===== src/rtl/uart_irq_pkg.sv =====
package uart_irq_pkg;
  localparam int NB     = 11;
  localparam int B_OE   = 10;
  localparam int B_BE   = 9;
  localparam int B_PE   = 8;
  localparam int B_FE   = 7;
  localparam int B_RT   = 6;
  localparam int B_TX   = 5;
  localparam int B_RX   = 4;
  localparam int B_CTS  = 1;
  localparam logic [NB-1:0] IMPL_MASK = 11'b111_1111_0010;

  typedef enum logic [2:0] {
    LVL_EIGHTH  = 3'd0,
    LVL_QUARTER = 3'd1,
    LVL_HALF    = 3'd2,
    LVL_3QTR    = 3'd3,
    LVL_7EIGHTH = 3'd4
  } lvl_e;

  // Fraction in eighths; reserved codes fall back to one half.
  function automatic int unsigned lvl_eighths(logic [2:0] code);
    case (code)
      LVL_EIGHTH:  return 1;
      LVL_QUARTER: return 2;
      LVL_HALF:    return 4;
      LVL_3QTR:    return 6;
      LVL_7EIGHTH: return 7;
      default:     return 4;
    endcase
  endfunction
endpackage


===== src/rtl/uart_irq_thresh.sv =====
module uart_irq_thresh
  import uart_irq_pkg::*;
#(
  parameter int DEPTH = 16,
  parameter int CW    = $clog2(DEPTH + 1),
  parameter bit IS_RX = 1'b1
) (
  input  logic          clk_i,
  input  logic          rst_ni,
  input  logic [CW-1:0] count_i,
  input  logic [2:0]    code_i,
  output logic          hit_o
);
  localparam logic COND_RST = !IS_RX;

  logic [CW-1:0] th;
  logic          cond, cond_q;

  always_comb th = CW'((DEPTH * lvl_eighths(code_i)) >> 3);

  generate
    if (IS_RX) begin : g_fill
      always_comb cond = (count_i >= th);
    end else begin : g_drain
      always_comb cond = (count_i <= th);
    end
  endgenerate

  always_ff @(posedge clk_i or negedge rst_ni) begin
    if (!rst_ni) cond_q <= COND_RST;
    else         cond_q <= cond;
  end

  // fire only on entry into the trigger region
  assign hit_o = cond & ~cond_q;
endmodule


===== src/rtl/uart_irq_raw.sv =====
module uart_irq_raw
  import uart_irq_pkg::*;
(
  input  logic          clk_i,
  input  logic          rst_ni,
  input  logic [NB-1:0] set_i,
  input  logic [NB-1:0] clr_i,
  output logic [NB-1:0] raw_o
);
  logic [NB-1:0] raw_q;

  // set after clear: a same-cycle event wins
  always_ff @(posedge clk_i or negedge rst_ni) begin
    if (!rst_ni) raw_q <= '0;
    else         raw_q <= ((raw_q & ~clr_i) | set_i) & IMPL_MASK;
  end

  assign raw_o = raw_q;
endmodule


===== src/rtl/uart_irq_ctrl.sv =====
module uart_irq_ctrl
  import uart_irq_pkg::*;
#(
  parameter int DEPTH = 16,
  parameter int CW    = $clog2(DEPTH + 1)
) (
  input  logic          clk_i,
  input  logic          rst_ni,
  input  logic          evt_overrun_i,
  input  logic          evt_break_i,
  input  logic          evt_parity_i,
  input  logic          evt_framing_i,
  input  logic          evt_timeout_i,
  input  logic          evt_cts_i,
  input  logic [CW-1:0] rx_count_i,
  input  logic [CW-1:0] tx_count_i,
  input  logic          mask_we_i,
  input  logic [10:0]   mask_wdata_i,
  input  logic          level_we_i,
  input  logic [5:0]    level_wdata_i,
  input  logic          clr_we_i,
  input  logic [10:0]   clr_wdata_i,
  output logic [10:0]   raw_o,
  output logic [10:0]   masked_o,
  output logic          irq_o
);
  logic [NB-1:0] mask_q, set_v, clr_v;
  logic [2:0]    rx_lvl_q, tx_lvl_q;
  logic          rx_hit, tx_hit;

  always_ff @(posedge clk_i or negedge rst_ni) begin
    if (!rst_ni) begin
      mask_q   <= '0;
      rx_lvl_q <= LVL_HALF;
      tx_lvl_q <= LVL_HALF;
    end else begin
      if (mask_we_i)  mask_q <= mask_wdata_i & IMPL_MASK;
      if (level_we_i) begin
        rx_lvl_q <= level_wdata_i[5:3];
        tx_lvl_q <= level_wdata_i[2:0];
      end
    end
  end

  uart_irq_thresh #(.DEPTH(DEPTH), .CW(CW), .IS_RX(1'b1)) u_rx_th (
    .clk_i, .rst_ni, .count_i(rx_count_i), .code_i(rx_lvl_q), .hit_o(rx_hit)
  );

  uart_irq_thresh #(.DEPTH(DEPTH), .CW(CW), .IS_RX(1'b0)) u_tx_th (
    .clk_i, .rst_ni, .count_i(tx_count_i), .code_i(tx_lvl_q), .hit_o(tx_hit)
  );

  always_comb begin
    set_v        = '0;
    set_v[B_OE]  = evt_overrun_i;
    set_v[B_BE]  = evt_break_i;
    set_v[B_PE]  = evt_parity_i;
    set_v[B_FE]  = evt_framing_i;
    set_v[B_RT]  = evt_timeout_i;
    set_v[B_TX]  = tx_hit;
    set_v[B_RX]  = rx_hit;
    set_v[B_CTS] = evt_cts_i;
    clr_v        = clr_we_i ? clr_wdata_i : '0;
  end

  uart_irq_raw u_raw (
    .clk_i, .rst_ni, .set_i(set_v), .clr_i(clr_v), .raw_o(raw_o)
  );

  assign masked_o = raw_o & mask_q;
  assign irq_o    = |masked_o;
endmodule


===== config.mk =====
export PLATFORM = sky130hd
export DESIGN_NAME = uart_irq_ctrl
export DESIGN_NICKNAME = d
export VERILOG_FILES = /design/src/rtl/uart_irq_pkg.sv /design/src/rtl/uart_irq_thresh.sv /design/src/rtl/uart_irq_raw.sv /design/src/rtl/uart_irq_ctrl.sv
export SDC_FILE = /design/constraint.sdc
export NUM_CORES = 1
export LEC_CHECK = 0
export BUFFER_PORTS_ARGS = -buffer_cell sky130_fd_sc_hd__buf_2
export CAP_MARGIN = 20
export CORE_ASPECT_RATIO = 1.75
export CORE_MARGIN = 2
export CORE_UTILIZATION = 38
export CTS_CLUSTER_SIZE = 24
export DETAILED_ROUTE_END_ITERATION = 6
export MAX_ROUTING_LAYER = met4
export PLACE_DENSITY = 0.79
export SYNTH_ARGS = -nofsm -noshare
export SYNTH_HDL_FRONTEND = slang
export SYNTH_SLANG_ARGS = --single-unit
export TNS_END_PERCENT = 10

===== constraint.sdc =====
create_clock -name clk_i -period 1.59 [get_ports clk_i]
set_input_delay 0.159 -clock clk_i [delete_from_list [all_inputs] [get_ports clk_i]]
set_output_delay 0.159 -clock clk_i [all_outputs]
set_load 0.02 [all_outputs]

Word level (Yosys, flattened, before mapping). Index checks and enable logic that the tools add are counted.

Bits in registers: 24. Latch bits: 0. RAM bits: 0. Memory bits (read-only): 0. Bits of input ports: 49. Output and inout bits: 23. Logic and storage cells: 28. Memories: 0.

Add/subtract/negate cells: 0. $mul: 0. Divide/modulo/power cells: 0. $lt $le $gt $ge: 2. Equal/unequal tests: 6. Shift-type cells: 0. Mux-type cells: 3. Bitwise operators: 8. Reductions and logical operators: 3.

Operator list (number): one-hot mux 3 bit (4 select lines) (2); AND 11 bit (2); 2-to-1 mux 11 bit (1); inverter 11 bit (1); OR 11 bit (1); OR reduction 11 bit (1); equality test 3 x 1 -> 1 bit, second input constant (2); equality test 3 x 2 -> 1 bit, second input constant (2); equality test 3 bit, second input constant (2); zero test 3 bit (2); greater-or-equal comparator 5 x 4 -> 1 bit (1); <= comparator 5 x 4 -> 1 bit (1); AND 1 bit (2); inverter 1 bit (2).

Logic depth before layout (Yosys ltp). Gate-level depths: netlist of the first run.

Depth in word-level cells: 5. Depth in mapped cells: 6. Gate-level depth less buffers: 6.

Hierarchy. A second synthesis of the first run with hierarchy kept.

Cells, all modules: 113. Area, all modules: 1260.0 um2.

By module, submodules not included: uart_irq_ctrl (instances 1, cells each 57, area an instance 690.7 um2, seq. area each 352.8 um2); uart_irq_raw (instances 1, cells each 28, area an instance 316.6 um2, seq. area each 200.2 um2); uart_irq_thresh (u_tx_th) (instances 1, cells each 14, area an instance 127.6 um2, seq. area each 26.3 um2); uart_irq_thresh (u_rx_th) (instances 1, cells each 14, area an instance 125.1 um2, seq. area each 25.0 um2).

Least setup slack after synthesis of the first run. Ideal clock, no wire load.

Kind: reg2out. From: register u_raw.raw_q[7], in the netlist u_raw.raw_o[7]. To: output port irq_o. Arrival: 1.769 ns. Required time: 1.431 ns. Path slack: -0.338 ns. Cell stages (with the launch flop): 4. Buffers on the path: 0. Cells stage by stage: dfrtp_1 > and2_1 > or4_1 > or4_1.

Longest elaborated chain between the ends: 2.

Ends and longest elaborated chain: start, declared (line uart_irq_raw.sv:10) `logic [NB-1:0] raw_q;`; start signal, assigned (line uart_irq_raw.sv:15) `else raw_q <= ((raw_q & ~clr_i) | set_i) & IMPL_MASK;`; AND 11 bit (line uart_irq_ctrl.sv:70) `assign masked_o = raw_o & mask_q;`; via masked_o[7] (line uart_irq_ctrl.sv:24) `output logic [10:0] masked_o,`; OR reduction 11 bit (line uart_irq_ctrl.sv:71) `assign irq_o = |masked_o;`; end, declared (line uart_irq_ctrl.sv:25) `output logic irq_o`.

The timed path passes the listed nets, and every way through them passes these cells.

Worst setup path after layout of the first run.
From: register mask_q[8]. To: output port irq_o.

Longest elaborated chain between the ends: 2.

Ends and longest elaborated chain: start, declared (line uart_irq_ctrl.sv:27) `logic [NB-1:0] mask_q, set_v, clr_v;`; start signal, assigned (line uart_irq_ctrl.sv:37) `if (mask_we_i) mask_q <= mask_wdata_i & IMPL_MASK;`; AND 11 bit (line uart_irq_ctrl.sv:70); OR reduction 11 bit (line uart_irq_ctrl.sv:71).

Every way passes these cells.

==> out/metrics.cfg, run 1 <==
[status]
status=finished with violations
violations=setup timing

[hold_path]
hp-start=tx_count_i[4]
worst_hold_path_type=input port to flop

[clock_network]
postCtsSetupBuffers=0
cts_buffer_depth=2
root_buffer=clkbuf_8
htreeDepth=1
clkLatencyLatePin_ns=0.25
cts_inserted_buffers=3
clkTransAtPathRegs_ns=0.08
numClockSinks=24
cts_tree=done

[sta]
fin_hold_ws_ns=0.0456
fin_skew_ns=0.000539
setup_slack_ns=-0.452
finalHoldViolCount=0
fin_setup_tns_ns=-0.452
max_freq_ghz=0.490
relSlewSlack_pct=64.9
min_period_ns=2.04
fin_crit_sh_pct=128
drv_slew=0
finalSetupViolations=1
worst_slew_pin_slew_ns=0.526
rsz0062_at_grt=true

[drt]
dr.first_iter.drc_count=8
vias=991
ant_nets=0
wl_um=2570
dr.pass1.iters=4
drc=0
routedWlPerCell_um=12.2
viasPerCell=4.70

[critical_path]
r2r_cells=6
worstSetupStartpoint=mask_q[8]
cp_max_fo=2
worstPathRequired_ns=1.43
path_common_cell=or4_4
crit_type=flop to primary output
cp.depth=4
r2r-end=u_raw.raw_o[5]
crit_buf_inv=1
crit_family=simple AND/OR/NAND/NOR gates
max_stage_delay_ns=0.52
regToRegSetupSlack_ns=0.04
crit_slowest_cell=or4_4
end_kind=primary output
worstPathArrival_ns=1.88
cp-endpoint=irq_o
worstSetupStartpointType=flop
cp_cell_sequence=and2_4, or4_4, or4_4, buf_6
reg2reg_from=tx_lvl_q[0]

[synthesis]
syn_inst=103
yosysUniqueCellTypes=25
synth.yosys.seq_area_share_pct=50.9
synth_top_cell_area_share_pct=44.3
yosys_warnings=0
yosys-top-cells-area=dfrtp_1 44%, mux2_2 13%, dfstp_2 6.6%
yosys.area.top_type=dfrtp_1
syn_area_um2=1190
synth_seq_cells=24
synth.avg_cell_area_um2=11.5

[global_route]
grt_pass1_vias=1069
grt_max_degree=25
overflow=0
grt_pass1_wl_um=4370
met1_usage_pct=16.6
met2_usage_pct=31.1
grt-busiest-layer=met2
antenna_found_initial=0
grt_use_total_pct=16.6
grtUsageMet3_pct=2.56

[layout]
num_antenna_cells=0
final_common_cell=buf_2
stdcell_count=211
final_cell_mix=58 x buf_2, 19 x dfrtp_1, 14 x mux2_2, 11 x nand2_1
area_growth_pct=37.4
post-route-util_pct=55.1
nets=225
drive_gt1_share_pct=56.2

[place]
portBuffers=59
gp_congestion=0.684
hpwl_um=2230
place_inst=206

[die]
row_count=26
fp.dieW_um=46.2
dieHeight_um=77.9
core_um2=2960
die-area_um2=3600
io_pins=72
initial_core_util_pct=40.1

[pwr]
peakVddDrop_v=0.000635
power_uw=1550
powerDensity_nw_per_um2=950
p_leak_uw=0.000819

[run]
max_cap_viol_count=0

## worst min-delay path by stage
stage	cells after the start	slack, ns	endpoint
global placement	1	0.16	rx_lvl_q[0]
floorplan	0	-0.14	mask_q[10]
CTS	2	0.03	u_tx_th.cond_q
detailed placement	1	0.17	rx_lvl_q[2]
finish	2	0.05	u_tx_th.cond_q
global route	2	0.04	u_tx_th.cond_q
## cells in the mapped netlist
cell and n:
dfrtp_1 21, mux2_2 14, nand2_1 11, and2_1 7
a21o_1 6, buf_4 6, ha_1 6, nor2_1 5
a21oi_1 3, clkbuf_1 3, dfstp_2 3, a21boi_0 2
inv_1 2, mux2i_1 2, or4_1 2, and2_4 1
conb_1 1, nand2b_1 1, nand3b_1 1, nand4b_1 1
nor2b_1 1, o221ai_1 1, o311ai_0 1, or2_2 1
or3_1 1
## per-stage QoR
stage	setup WS, ns	area, um2
after global routing	-0.498	1630
after floorplan	-0.152	1220
final	-0.452	1630
after CTS	-0.476	1630
after detailed placement	-0.204	1550
after global placement	-0.186	1550
## metal layers
layer	share of wire, %	vias up	routed length, um
met5	0	-	0
met4	0.31	0	8
met3	5.8	2	149
met2	60	45	1540
met1	34	470	877
li1	-	474	-
## cell families (layout without fill, tap and decap cells)
group                    Yosys count  after routing  synth area share [%]
adder cells (fa/ha/maj)            6              6                  6.33
AND/OR/NAND/NOR                   32             32                  14.2
buffers and inverters             11             72                  5.38
other                              1              6                 0.316
flip-flops                        24             24                  50.9
AO/OA/AOI/OAI                     13             13                  7.81
multiplexers                      16             16                  15.0
## repair_timing
item	CTS	global route
resized for setup	4	1
hold endpoints to repair	21	0
endpoints found under the setup margin	2	2
hold buffers	1	0
## area by class of cell
cell class,count,area [um2]
multi-input combinational,73,552
clock buffer,4,55.1
tap,42,52.6
fill,258,1330
inverter,2,7.51
timing repair buffer,66,357
sequential,24,607
## sequential cells by signal (all words and copies together), names as in the netlist
register        count
u_rx_th.cond_q      1
mask_q              8
u_tx_th.cond_q      1
u_raw.raw_o         8
rx_lvl_q            3
tx_lvl_q            3
## power breakdown
part	leakage (uW)	internal, uW	switching, uW
Clock	0.0000288	220	175
Combinational	0.000526	209	218
Sequential	0.000265	685	41.8
Total	0.000819	1110	434
(Power assumes the default switching activity.)
==> inputs of run 2 (changes only) <==
CORE_UTILIZATION = 40   (was 38)
clock period = 2.1 ns   (was 1.59 ns; I/O delays follow)
==> run 2 against run 1 <==
Against the previous run:
- the flow still finishes with violations (setup timing)
- sequential share of layout area increased by 0.99 points
- global-route usage increased by 0.47 points
- flip-flop and latch count unchanged
- cell count decreased by 9.0%
- sequential power decreased by 24%
- die area decreased by 4.7%
- critical path type unchanged
- critical path depth unchanged
- cell area decreased by 3.0%
- combinational power decreased by 31%
==> out/metrics.cfg, run 2 (synthesis results as in run 1) <==
[run]
max_cap_viol_count=0  ; unchanged

[global_route]
grt_pass1_vias=1041  ; was 1,069
antenna_found_initial=0  ; unchanged
grt_pass1_wl_um=4190  ; was 4370 um
grt_max_degree=25  ; unchanged
grt_use_total_pct=17.1  ; was 16.6%
overflow=0  ; unchanged

[clock_network]
clkLatencyLatePin_ns=0.27  ; was 0.25 ns
root_buffer=clkbuf_8  ; unchanged
cts_tree=done  ; unchanged
cts_inserted_buffers=3  ; unchanged
clkTransAtPathRegs_ns=0.09  ; was 0.08 ns
htreeDepth=1  ; unchanged
cts_buffer_depth=2  ; unchanged
numClockSinks=24  ; unchanged

[layout]
nets=220  ; was 225
multi_input_area_um2=544  ; was 552 um2
area_growth_pct=33.3  ; was 37.4%
fill_cells=257  ; was 258
finalInstanceArea_um2=1580  ; was 1630 um2
drive_gt1_share_pct=51.8  ; was 56.2%
final_cell_mix=58 x buf_2, 21 x dfrtp_1, 14 x mux2_2, 11 x nand2_1, 7 x and2_1  ; was 58 x buf_2, 19 x dfrtp_1, 14 x mux2_2, 11 x nand2_1
num_antenna_cells=0  ; unchanged
regArea_um2=604  ; was 607 um2
stdcell_count=192  ; was 211
final_common_cell=buf_2  ; unchanged
post-route-util_pct=55.2  ; was 55.1%

[die]
die-area_um2=3430  ; was 3600 um2
initial_core_util_pct=41.4  ; was 40.1%
row_count=26  ; unchanged
core_um2=2860  ; was 2960 um2
io_pins=72  ; unchanged
fp.dieW_um=45.2  ; was 46.2 um
dieHeight_um=76.0  ; was 77.9 um

[sta]
rsz0062_at_grt=true  ; unchanged
fin_skew_ns=0.00307  ; was 0.000539 ns
worst_slew_pin_slew_ns=0.529  ; was 0.526 ns
fin_crit_sh_pct=100
drv_slew=0  ; unchanged
min_period_ns=2.10
fin_hold_ws_ns=0.0698  ; was 0.0456 ns
finalSetupViolations=1  ; unchanged
max_freq_ghz=0.475
setup_slack_ns=-0.00344  ; was -0.452 ns
relSlewSlack_pct=64.7  ; was 64.9%
finalHoldViolCount=0  ; unchanged

[place]
hpwl_um=2130  ; was 2230 um
place_area_um2=1480  ; was 1550 um2
gp_congestion=0.786  ; was 0.684
preCtsSetupSlack_ns=0.202  ; was -0.204 ns
portBuffers=59  ; unchanged
place_inst=186  ; was 206

[critical_path]
worstPathRequired_ns=1.89  ; was 1.43 ns
worstPathArrival_ns=1.89  ; was 1.88 ns
end_kind=primary output  ; unchanged
crit_type=flop to primary output  ; unchanged
crit_slowest_cell=or4_4  ; unchanged
worstSetupStartpointType=flop  ; unchanged
max_stage_delay_ns=0.52  ; about the same
path_common_cell=or4_4  ; unchanged
cp_max_fo=2  ; unchanged
cp_cell_sequence=and2_4, or4_4, or4_4, buf_6  ; unchanged

[pwr]
peakVddDrop_v=0.000511  ; was 0.000635 V
powerDensity_nw_per_um2=790  ; was 950 nW/um2
p_leak_uw=0.000799  ; was 0.000819 uW

[drt]
viasPerCell=5.03  ; was 4.70
drc=0  ; unchanged
wl_um=2540  ; was 2570 um
dr.pass1.iters=4  ; unchanged
dr.first_iter.drc_count=18  ; was 8
vias=965  ; was 991
routedWlPerCell_um=13.2  ; was 12.2 um
ant_nets=0  ; unchanged

[status]
violations=setup timing  ; unchanged
status=finished with violations  ; unchanged

[hold_path]
worst_hold_path_type=input port to flop  ; unchanged

==> run 2: cell count changes in the layout (fill, tap and decap cells not counted), moves of 2 or more <==
cell,change
dfrtp_1,+2
and2_4,-2
dfrtp_2,-2
buf_4,-5
and2_1,+2
==> run 2: area by class of cell <==
type / count / area share (%)
multi-input cells: 73 / 34.4
flip-flops and latches: 24 / 38.2
clock inverters: 1 / 1.90
clock buffers: 3 / 2.61
well taps: 28 / 2.22
repair buffers: 61 / 20.2
inverters: 2 / 0.475
==> run 2: timing repair <==
action	in CTS	in global routing
hold endpoints to repair	21	0
setup buffers	1	0
gates resized for setup	4	0
endpoints found under the setup margin	1	1
pin swaps	2	0
hold buffers	1	0
==> run 2: per-stage QoR <==
| stage | power, uW | setup TNS, ns |
|---|---|---|
| floorplan | 741 | 0 |
| global placement | 834 | 0 |
| detailed placement | 852 | 0 |
| CTS | 1270 | -0.0148 |
| global route | 1320 | -0.0554 |
| finish | 1250 | -0.00344 |
==> run 2: path summary, 6_finish.rpt <==
| path | start | end | slack (ns) | depth (start not counted) |
|---|---|---|---|---|
| hold / removal | tx_count_i[4] | u_tx_th.cond_q | 0.07 | 2 |
| setup / recovery | u_raw.raw_o[8] | irq_o | -0.003 | 4 |
| hold reg to reg | u_raw.raw_o[6] | u_raw.raw_o[6] | 0.50 | 1 |
| setup reg to reg | tx_lvl_q[0] | u_raw.raw_o[5] | 0.46 | 6 |
| max in group asynchronous | rst_ni | u_tx_th.cond_q | 1.29 | 2 |
| min in group asynchronous | rst_ni | u_raw.raw_o[4] | 0.45 | 2 |
==> run 2: routing by layer <==
layer,vias to the layer above,track usage [%],part of all wire [%],wire length (um)
met5,-,-,0,0
met4,0,9.71,2.6,65
met3,7,3.79,6.3,160
met2,40,29.1,57,1460
met1,451,16.5,34,855
li1,467,-,-,-
==> run 2: critical path: cells and delay by family, from the launching register on <==
kind                   cells  cell delay (ns)
buffers and inverters      1             0.14
flip-flops                 1             0.38
AND/OR/NAND/NOR            3             1.10
==> run 2: where the power goes <==
group | total [uW] | switching (uW) | internal, uW
Clock | 404 | 149 | 255
Sequential | 550 | 31.4 | 518
Combinational | 296 | 158 | 137
Total | 1250 | 339 | 911
